<file path="src/rtl/flyback_pkg.sv">
package flyback_pkg;

    // state word: signed, 12 fractional bits
    localparam int W  = 24;
    localparam int QF = 12;
    // coefficient fraction bits and coefficient width
    localparam int CF = 16;
    localparam int CW = 18;
    // intermediate width: holds a coefficient product plus a carry
    localparam int EW = W + CW + 2;

    typedef logic signed [W-1:0]  word_t;
    typedef logic signed [EW-1:0] wide_t;

    typedef enum logic {
        SW_OPEN   = 1'b0,
        SW_CLOSED = 1'b1
    } sw_e;

    typedef struct packed {
        word_t il;
        word_t vo;
    } state_t;

    localparam word_t WMAX = {1'b0, {(W-1){1'b1}}};
    localparam word_t WMIN = {1'b1, {(W-1){1'b0}}};

    function automatic wide_t widen(input word_t x);
        return wide_t'(x);
    endfunction

    // coefficient times value, floored by the coefficient fraction
    function automatic wide_t qmul(input int coef, input wide_t x);
        wide_t c;
        c = wide_t'(coef);
        return (c * x) >>> CF;
    endfunction

    function automatic word_t clamp(input wide_t x);
        if (x > widen(WMAX))
            return WMAX;
        else if (x < widen(WMIN))
            return WMIN;
        else
            return x[W-1:0];
    endfunction

endpackage

</file>
<file path="src/rtl/flyback_load.sv">
module flyback_load
    import flyback_pkg::*;
#(
    parameter int K_G = 6554
) (
    input  word_t vo,
    input  word_t iload_in,
    input  logic  res_mode,
    output wide_t load
);

    wide_t res_load;

    always_comb begin
        res_load = qmul(K_G, widen(vo));
        load     = res_mode ? res_load : widen(iload_in);
    end

endmodule

</file>
<file path="src/rtl/flyback_next.sv">
module flyback_next
    import flyback_pkg::*;
#(
    parameter int K_L  = 186,
    parameter int K_C  = 190,
    parameter int K_LN = 46,
    parameter int K_IN = 16384
) (
    input  state_t cur,
    input  sw_e    sw,
    input  word_t  vin,
    input  wide_t  load,
    output state_t nxt
);

    wide_t il_w, vo_w;
    wide_t il_sum, vo_sum;
    wide_t sec_cur;
    word_t il_sat;

    always_comb begin
        il_w    = widen(cur.il);
        vo_w    = widen(cur.vo);
        sec_cur = qmul(K_IN, il_w);
        if (sw == SW_CLOSED) begin
            il_sum = il_w + qmul(K_L, widen(vin));
            vo_sum = vo_w - qmul(K_C, load);
        end else begin
            il_sum = il_w - qmul(K_LN, vo_w);
            vo_sum = vo_w + qmul(K_C, sec_cur - load);
        end
        il_sat = clamp(il_sum);
        // secondary diode: magnetizing current cannot reverse
        nxt.il = il_sat[W-1] ? '0 : il_sat;
        nxt.vo = clamp(vo_sum);
    end

endmodule

</file>
<file path="src/rtl/flyback_state.sv">
module flyback_state
    import flyback_pkg::*;
(
    input  logic   clk,
    input  logic   rst,
    input  logic   step,
    input  state_t nxt,
    input  sw_e    sw_in,
    output state_t cur,
    output sw_e    sw_q
);

    always_ff @(posedge clk) begin
        if (rst) begin
            cur  <= '0;
            sw_q <= SW_OPEN;
        end else if (step) begin
            cur  <= nxt;
            sw_q <= sw_in;
        end
    end


    hold_state_chk: assert property (@(posedge clk) disable iff (rst)
        !step |=> ($stable(cur.il) && $stable(cur.vo)));


    il_nonneg_chk: assert property (@(posedge clk) disable iff (rst)
        step |=> !cur.il[W-1]);


    sw_hold_chk: assert property (@(posedge clk) disable iff (rst)
        !step |=> $stable(sw_q));

endmodule

</file>
<file path="src/rtl/flyback_emu.sv">
module flyback_emu
    import flyback_pkg::*;
#(
    parameter int K_L  = 186,
    parameter int K_C  = 190,
    parameter int K_LN = 46,
    parameter int K_IN = 16384,
    parameter int K_G  = 6554
) (
    input  logic                clk,
    input  logic                rst,
    input  logic                step,
    input  logic                sw_cmd,
    input  logic                load_is_res,
    input  logic signed [W-1:0] vin,
    input  logic signed [W-1:0] iload,
    output logic signed [W-1:0] iin,
    output logic signed [W-1:0] il,
    output logic signed [W-1:0] vout
);

    state_t cur, nxt;
    sw_e    sw_in, sw_q;
    wide_t  load;

    assign sw_in = sw_e'(sw_cmd);

    flyback_load #(.K_G(K_G)) u_load (
        .vo       (cur.vo),
        .iload_in (iload),
        .res_mode (load_is_res),
        .load     (load)
    );

    flyback_next #(.K_L(K_L), .K_C(K_C), .K_LN(K_LN), .K_IN(K_IN)) u_next (
        .cur  (cur),
        .sw   (sw_in),
        .vin  (vin),
        .load (load),
        .nxt  (nxt)
    );

    flyback_state u_state (
        .clk   (clk),
        .rst   (rst),
        .step  (step),
        .nxt   (nxt),
        .sw_in (sw_in),
        .cur   (cur),
        .sw_q  (sw_q)
    );

    assign il   = cur.il;
    assign vout = cur.vo;
    assign iin  = (sw_q == SW_CLOSED) ? cur.il : '0;


    reset_clear_chk: assert property (@(posedge clk)
        rst |=> (il == '0 && vout == '0 && iin == '0));


    open_no_iin_chk: assert property (@(posedge clk) disable iff (rst)
        (step && !sw_cmd) |=> (iin == '0));


    closed_iin_chk: assert property (@(posedge clk) disable iff (rst)
        (step && sw_cmd) |=> (iin == il));

endmodule

</file>
<file path="config.mk">
export PLATFORM = sky130hd
export DESIGN_NAME = flyback_emu
export DESIGN_NICKNAME = d
export VERILOG_FILES = /design/src/rtl/flyback_pkg.sv /design/src/rtl/flyback_load.sv /design/src/rtl/flyback_next.sv /design/src/rtl/flyback_state.sv /design/src/rtl/flyback_emu.sv
export SDC_FILE = /design/constraint.sdc
export NUM_CORES = 1
export LEC_CHECK = 0
export ABC_AREA = 1
export BUFFER_PORTS_ARGS = -buffer_cell sky130_fd_sc_hd__buf_4
export CORE_UTILIZATION = 40
export DETAILED_ROUTE_END_ITERATION = 6
export HOLD_SLACK_MARGIN = 0.08
export MAX_ROUTING_LAYER = met4
export SETUP_SLACK_MARGIN = 0.1
export SLEW_MARGIN = 40
export SYNTH_ARGS = -nofsm -noshare
export SYNTH_HDL_FRONTEND = slang
export SYNTH_HIERARCHICAL = 1
export SYNTH_SLANG_ARGS = --single-unit
export TNS_END_PERCENT = 10
</file>
<file path="constraint.sdc">
create_clock -name clk -period 36.1 [get_ports clk]
set_input_delay 9.025 -clock clk [delete_from_list [all_inputs] [get_ports clk]]
set_output_delay 9.025 -clock clk [all_outputs]
set_load 0.05 [all_outputs]
</file>
==> flow_metrics.py, run 1 <==
metrics = {
    "grt": {
        "grt_pass1_vias": 30000,
        "gr-total-overflow": 0,
        "grt_start_max_net_pins": 76,
        "grt_pass1_wl_um": 165000,
        "antenna_found_initial": 2,
        "grt_use_total_pct": 24.9,
    },
    "floorplanning": {
        "start_util_pct": 40.5,
        "die_x_um": 296,
        "io_pins": 125,
        "die_h_um": 296,
        "fp.coreArea_um2": 85500,
        "die_area_um2": 87800,
        "rows": 107,
    },
    "timing": {
        "clock.fmax_mhz": 49.1,
        "max_slew_margin_pct": 43.6,
        "whs_ps": 535,
        "setup_ws_ps": 15740,
        "skew_ps": 13.5,
        "setup_viol": 0,
        "rsz0062_at_grt": "no",
        "final_hold_viol_count": 0,
        "worstMarginPinSlew_ps": 837,
        "final.setup.tns_ps": 0,
        "min_period_ps": 20360,
        "slew_viol_final": 0,
        "min_period_over_period_pct": 56.4,
    },
    "layout": {
        "layout_common_cells": "inv_1, nand2_1, ha_1",
        "finalInstanceArea_um2": 37200,
        "drive_above_1_share_pct": 6.95,
        "area_growth_syn_to_layout_pct": 7.26,
        "final_common_cell": "inv_1",
        "nNetsFinal": 5951,
    },
    "detailed_routing": {
        "drt-vias-per-instance": 4.99,
        "drt_first_pass_iters": 5,
        "final_antenna_net_count": 0,
        "vias": 30200,
        "drc_errors": 0,
        "avgRoutedWirePerCell_um": 17.2,
        "drt-total-wl_um": 104000,
        "drt_iter0_drc": 1560,
    },
    "placement": {
        "place_hpwl_um": 93200,
        "place_ws_ps": 15420,
        "placed_area_um2": 37000,
        "gp_congestion": 1.03,
        "io_buffers": 124,
    },
    "setup_path": {
        "crit_top_cell": "nand2_1",
        "startpoint_type": "input port",
        "r2r_start": "u_state/cur[9]",
        "r2r_end": "u_state/cur[18]",
        "reg2reg_slack_ps": 20380,
        "crit_slowest_cell": "fa_1",
        "reg2reg_depth": 66,
        "worstPathMaxFanout": 29,
        "arrival_ps": 20560,
        "path_class": "input port to flop",
        "worstPathRequired_ps": 36300,
        "critical_path.endpoint_type": "flop",
        "cpPeakStageDelay_ps": 550,
    },
    "synthesis": {
        "syn_area_um2": 34700,
        "synth.avg_cell_area_um2": 7.22,
        "postSynthCellCount": 4802,
        "synth_nets": 5851,
        "yosys_warnings": 6,
    },
    "outcome": {
        "status": "complete, no violations",
    },
    "flow_run": {
        "maxCapViolCount": 0,
    },
    "clock_network": {
        "cts_sinks": 49,
        "hold_buffers": 0,
        "cts_resized": 0,
        "h-tree-depth": 2,
        "post-cts-setup-buffers": 0,
        "cts.path.max_buffers": 2,
        "cts_buffers": 5,
        "clock_latency_ps": 310,
        "clkTransAtPathRegs_ps": 80,
        "cts_tree": "built",
        "root_buffer": "clkbuf_16",
    },
    "worst_hold_path": {
        "hold_class": "flop to flop",
        "worstHoldStart": "u_state/cur[21]",
        "min_to": "u_state/cur[21]",
        "hold_depth": 2,
    },
}
## flip-flops by register name, summed over array words and instances (netlist names)
name / flops
u_state/sw_q: 1
u_state/cur: 48
## per-stage QoR
stage	cells	util, %
floorplan	4802	-
global placement	6038	43.0
detailed placement	6039	43.2
CTS	6047	43.4
global route	6048	43.4
finish	6049	43.4
## worst max-delay path: cells and delay by family
family	cells	cell delay [ps]
and+or+nand+nor	24	3190
AOI/OAI and AO/OA	12	3100
adders and majority gates	6	2610
buffers and inverters	9	1290
xor gates and xnor gates	5	1290
## layout make-up
type	instances	area (µm²)
clock inverters	2	37.5
clock buffers	6	139
multi-input cells	3561	29100
inverters	1127	4240
flip-flops and latches	49	982
repair buffers	158	1200
well taps	1144	1430
diodes	2	5.00
fillers	8989	48400
## worst max-delay path by stage
stage | startpoint | depth (start not counted) | to
after floorplan | load_is_res | 57 | u_state/cur[8]
after global placement | load_is_res | 56 | u_state/cur[10]
after detailed placement | load_is_res | 56 | u_state/cur[10]
after CTS | load_is_res | 56 | u_state/cur[18]
after global routing | load_is_res | 62 | u_state/cur[18]
final | load_is_res | 56 | u_state/cur[18]
## layer usage
layer | part of all wire [%] | GRT usage (%) | vias up | wire (µm)
met2 | 48 | 41.8 | 566 | 49600
met3 | 3.5 | 1.45 | 106 | 3650
li1 | - | - | 15100 | -
met1 | 46 | 32.7 | 14400 | 48100
met5 | 0 | - | - | 0
met4 | 2.9 | 6.73 | 0 | 2980
Power of run 1 is left out: the tool's default activity adds up to more than one toggle a clock period on the data nets, which glitch-free logic cannot reach.
==> run 2: changes to the inputs <==
Clock period 36.1 ns to 21.1 ns, I/O delays scaled along.
==> run 2 against run 1 <==
Net effect:
- routed wire length grew 0.55%
- global-route usage is essentially flat
- register-to-register slack lost 15000 ps
- first-iteration DRC count shrank 2.8%
- die area is the same
- cell area shrank 0.18%
- core utilization shrank 0.076 points
- final cell count is essentially flat
- critical endpoint is now u_state/cur[20]
- largest cell class unchanged
- highest routed layer unchanged
==> flow_metrics.py, run 2 (synthesis gave the netlist of run 1 again) <==
metrics = {
    "layout": {
        "fill_cells": 8982,
        "top_register": "u_state/cur",
        "layout_common_cells": "inv_1, nand2_1, ha_1",
        "top_regs": "u_state/cur: 48 flops, u_state/sw_q: 1 flops",
        "nNetsFinal": 5945,
        "area_growth_syn_to_layout_pct": 7.07,
        "drive_above_1_share_pct": 6.98,
        "final_common_cell": "inv_1",
        "seqCellArea_um2": 988,
        "multiInputGateArea_um2": 29200,
        "largest_reg_flops": 48,
    },
    "clock_network": {
        "cts_sinks": 49,
        "root_buffer": "clkbuf_16",
        "cts.path.max_buffers": 2,
        "clkTransAtPathRegs_ps": 70,
        "post-cts-setup-buffers": 0,
        "h-tree-depth": 2,
        "cts_tree": "built",
        "cts_buffers": 5,
        "clock_latency_ps": 300,
        "cts_resized": 0,
        "hold_buffers": 0,
    },
    "grt": {
        "antenna_found_initial": 1,
        "grt_pass1_wl_um": 165000,
        "grt_start_max_net_pins": 80,
        "grt_use_total_pct": 25.0,
        "grt_pass1_vias": 30000,
        "gr-total-overflow": 0,
    },
    "setup_path": {
        "arrival_ps": 17000,
        "crit_top_cell": "nand2_1",
        "worstPathRequired_ps": 21300,
        "reg2reg_slack_ps": 5240,
        "crit_slowest_cell": "xor2_1",
        "cpPeakStageDelay_ps": 720,
        "r2r_end": "u_state/cur[20]",
        "startpoint_type": "input port",
        "critical_path.endpoint_type": "flop",
        "r2r_start": "u_state/cur[4]",
        "reg2reg_depth": 62,
        "worstPathMaxFanout": 30,
        "path_class": "input port to flop",
    },
    "floorplanning": {
        "die_area_um2": 87800,
        "die_x_um": 296,
        "io_pins": 125,
        "fp.coreArea_um2": 85500,
        "start_util_pct": 40.5,
        "die_h_um": 296,
        "rows": 107,
    },
    "timing": {
        "max_slew_margin_pct": 43.8,
        "min_period_ps": 16810,
        "clock.fmax_mhz": 59.5,
        "setup_viol": 0,
        "final.setup.tns_ps": 0,
        "slew_viol_final": 0,
        "setup_ws_ps": 4290,
        "min_period_over_period_pct": 79.7,
        "worstMarginPinSlew_ps": 840,
        "final_hold_viol_count": 0,
        "rsz0062_at_grt": "no",
        "skew_ps": 8.76,
    },
    "detailed_routing": {
        "drc_errors": 0,
        "drt-vias-per-instance": 5.00,
        "vias": 30200,
        "avgRoutedWirePerCell_um": 17.4,
        "drt_first_pass_iters": 5,
        "final_antenna_net_count": 0,
        "drt-total-wl_um": 105000,
        "drt_iter0_drc": 1516,
    },
    "placement": {
        "place_ws_ps": 4330,
        "gp_congestion": 0.994,
        "io_buffers": 124,
        "place_hpwl_um": 93800,
    },
    "flow_run": {
        "maxCapViolCount": 0,
    },
    "worst_hold_path": {
        "worstHoldStart": "u_state/cur[23]",
        "min_to": "u_state/cur[23]",
        "hold_depth": 2,
        "hold_class": "flop to flop",
    },
    "outcome": {
        "status": "complete, no violations",
    },
}
## run 2: cell types whose count changed in the layout (fill, tap and decap cells not counted), sizes merged
| cell | before | now |
|---|---|---|
| buf | 158 | 152 |
| bufinv | 1 | 0 |
| clkinvlp | 1 | 2 |
## run 2: through the flow
stage | util, % | hold WS (ps) | instances | cell area (µm²)
4_1_cts | 43.3 | 646 | 6041 | 37100
2_1_floorplan | - | 532 | 4802 | 34700
3_3_place_gp | 43.0 | 621 | 6033 | 36800
5_1_grt | 43.4 | 693 | 6042 | 37100
6_report | 43.4 | 646 | 6043 | 37100
3_5_place_dp | 43.2 | 636 | 6033 | 36900
## run 2: worst max path at each step
stage | startpoint | endpoint | slack (ps)
floorplan | load_is_res | u_state/cur[8] | 6300
global placement | load_is_res | u_state/cur[9] | 3460
detailed placement | load_is_res | u_state/cur[12] | 4330
CTS | load_is_res | u_state/cur[12] | 4610
global route | load_is_res | u_state/cur[12] | 3450
finish | load_is_res | u_state/cur[20] | 4290
## run 2: final cells by class
type | count | share of cell area (%)
diodes | 2 | 0.0135
well taps | 1144 | 3.86
inverters | 1127 | 11.4
clock inverters | 2 | 0.0405
repair buffers | 152 | 3.09
flip-flops and latches | 49 | 2.66
clock buffers | 6 | 0.347
multi-input cells | 3561 | 78.6
## run 2: routing by layer
| metal | part of all wire (%) | GRT usage, % | wire (µm) |
|---|---|---|---|
| met1 | 46 | 32.4 | 48000 |
| met2 | 47 | 41.9 | 49800 |
| met3 | 3.2 | 0.934 | 3370 |
| met4 | 3.6 | 8.21 | 3730 |
| met5 | 0 | - | 0 |
## run 2: critical path: cells and delay by family
family / cells / cell delay (ps)
AO/OA/AOI/OAI: 12 / 2560
XOR/XNOR: 3 / 1230
adder cells (fa/ha/maj): 7 / 3130
buffers and inverters: 7 / 1340
AND/OR/NAND/NOR: 23 / 3410
Power of run 2 is left out for the same reason.
==> run 3: changes to the inputs <==
Clock period 21.1 ns to 16.95 ns, I/O delays scaled along.
==> run 3 against run 2 <==
Net effect:
- first-iteration DRC count increased by 12%
- routed wire length increased by 0.21%
- setup slack got worse by 2900 ps
- final cell count up 0.35%
- sequential cell count unchanged
- clock skew rose by 1.0 ps
- global-route usage grew 0.19 points
- cell area rose by 0.24%
- critical endpoint is now u_state/cur[12]
- highest routed layer unchanged
==> flow_metrics.py, run 3 (synthesis gave the netlist of run 1 again) <==
metrics = {
    "floorplanning": {
        "fp.coreArea_um2": 85500,
        "io_pins": 125,
        "die_area_um2": 87800,
        "start_util_pct": 40.5,
        "rows": 107,
        "die_h_um": 296,
        "die_x_um": 296,
    },
    "timing": {
        "clock.fmax_mhz": 64.1,
        "slew_viol_final": 0,
        "final_hold_viol_count": 0,
        "rsz0062_at_grt": "no",
        "whs_ps": 665,
        "min_period_ps": 15590,
        "max_slew_margin_pct": 43.0,
        "final.setup.tns_ps": 0,
        "min_period_over_period_pct": 92.0,
        "skew_ps": 9.79,
        "worstMarginPinSlew_ps": 852,
        "setup_viol": 0,
    },
    "setup_path": {
        "crit_end": "u_state/cur[12]",
        "reg2reg_depth": 68,
        "cp-startpoint": "load_is_res",
        "crit_top_cell": "nand2_1",
        "r2r_start": "u_state/cur[3]",
        "path_class": "input port to flop",
        "worstPathRequired_ps": 17150,
        "worstPathMaxFanout": 30,
        "r2r_end": "u_state/cur[12]",
        "arrival_ps": 15790,
        "critical_path.endpoint_type": "flop",
        "cpPeakStageDelay_ps": 670,
        "crit_slowest_cell": "xor2_1",
        "reg2reg_slack_ps": 1380,
        "startpoint_type": "input port",
    },
    "layout": {
        "layout_common_cells": "inv_1, nand2_1, ha_1",
        "largest_reg_flops": 48,
        "area_growth_syn_to_layout_pct": 7.33,
        "final_common_cell": "inv_1",
        "fill_cells": 9039,
        "top_register": "u_state/cur",
        "seqCellArea_um2": 982,
        "drive_above_1_share_pct": 7.12,
        "fin_util_pct": 43.5,
        "top_regs": "u_state/cur: 48 flops, u_state/sw_q: 1 flops",
        "nNetsFinal": 5967,
        "multiInputGateArea_um2": 29100,
    },
    "grt": {
        "antenna_found_initial": 1,
        "grt_pass1_vias": 30400,
        "grt_start_max_net_pins": 80,
        "grt_pass1_wl_um": 167000,
        "grt_use_total_pct": 25.2,
        "gr-total-overflow": 0,
    },
    "detailed_routing": {
        "avgRoutedWirePerCell_um": 17.3,
        "drt-vias-per-instance": 5.00,
        "drt_first_pass_iters": 6,
        "drc_errors": 0,
        "drt-total-wl_um": 105000,
        "drt_iter0_drc": 1695,
        "final_antenna_net_count": 0,
        "vias": 30300,
    },
    "clock_network": {
        "hold_buffers": 0,
        "clkTransAtPathRegs_ps": 80,
        "root_buffer": "clkbuf_16",
        "cts_buffers": 5,
        "cts_sinks": 49,
        "cts_resized": 0,
        "post-cts-setup-buffers": 0,
        "cts.path.max_buffers": 2,
        "cts_tree": "built",
        "clock_latency_ps": 310,
        "h-tree-depth": 2,
    },
    "flow_run": {
        "maxCapViolCount": 0,
    },
    "worst_hold_path": {
        "hold_class": "flop to flop",
    },
    "placement": {
        "io_buffers": 124,
        "place_hpwl_um": 94300,
        "gp_congestion": 1.01,
    },
    "outcome": {
        "status": "complete, no violations",
    },
}
-- run 3: cell types whose count changed in the layout (fill, tap and decap cells not counted), moves of 2 or more --
| cell | delta |
|---|---|
| xor2_2 | -5 |
| xnor2_1 | +6 |
| xor2_1 | +5 |
| xnor2_2 | -6 |
| clkinvlp_4 | -2 |
| dfxtp_2 | -5 |
| dfxtp_1 | +5 |
| buf_4 | +22 |
-- run 3: area by class of cell --
| type | instances | share of cell area (%) |
|---|---|---|
| Timing Repair Buffer | 174 | 3.52 |
| Tap cell | 1144 | 3.85 |
| Clock buffer | 6 | 0.373 |
| Inverter | 1127 | 11.4 |
| Sequential cell | 49 | 2.64 |
| Multi-Input combinational cell | 3561 | 78.2 |
| Antenna cell | 1 | 0.00673 |
| Clock inverter | 2 | 0.0471 |
-- run 3: layer usage --
metal  track usage (%)  vias up  wire length (µm)
met5                 -        -                 0
met4              6.64        0              2900
met3              1.01       96              3320
met2              42.6      592             50400
met1              32.9    14500             48400
li1                  -    15200                 -
-- run 3: per-stage QoR --
step | std cells | setup slack [ps] | cell area, µm²
floorplan | 4802 | 3190 | 34700
global placement | 6055 | 339 | 37000
detailed placement | 6055 | 1200 | 37000
CTS | 6063 | 1350 | 37200
global route | 6064 | 125 | 37200
finish | 6064 | 1360 | 37200
-- run 3: how the worst min path moves through the flow --
stage | from | to | slack [ps] | cells after the start
final | u_state/cur[0] | u_state/cur[0] | 670 | 3
after global routing | u_state/cur[24] | u_state/cur[24] | 660 | 2
after floorplan | u_state/sw_q | u_state/sw_q | 530 | 2
after detailed placement | u_state/cur[24] | u_state/cur[24] | 660 | 2
after global placement | u_state/cur[24] | u_state/cur[24] | 650 | 2
after CTS | u_state/cur[24] | u_state/cur[24] | 670 | 2
-- run 3: critical path: cells and delay by family --
kind            cells  cell delay, ps
compound gates     14            2700
simple gates       25            3450
buf+inv             9            1600
xor+xnor            3            1220
fa+ha+maj           6            2530
Power of run 3 is left out for the same reason.
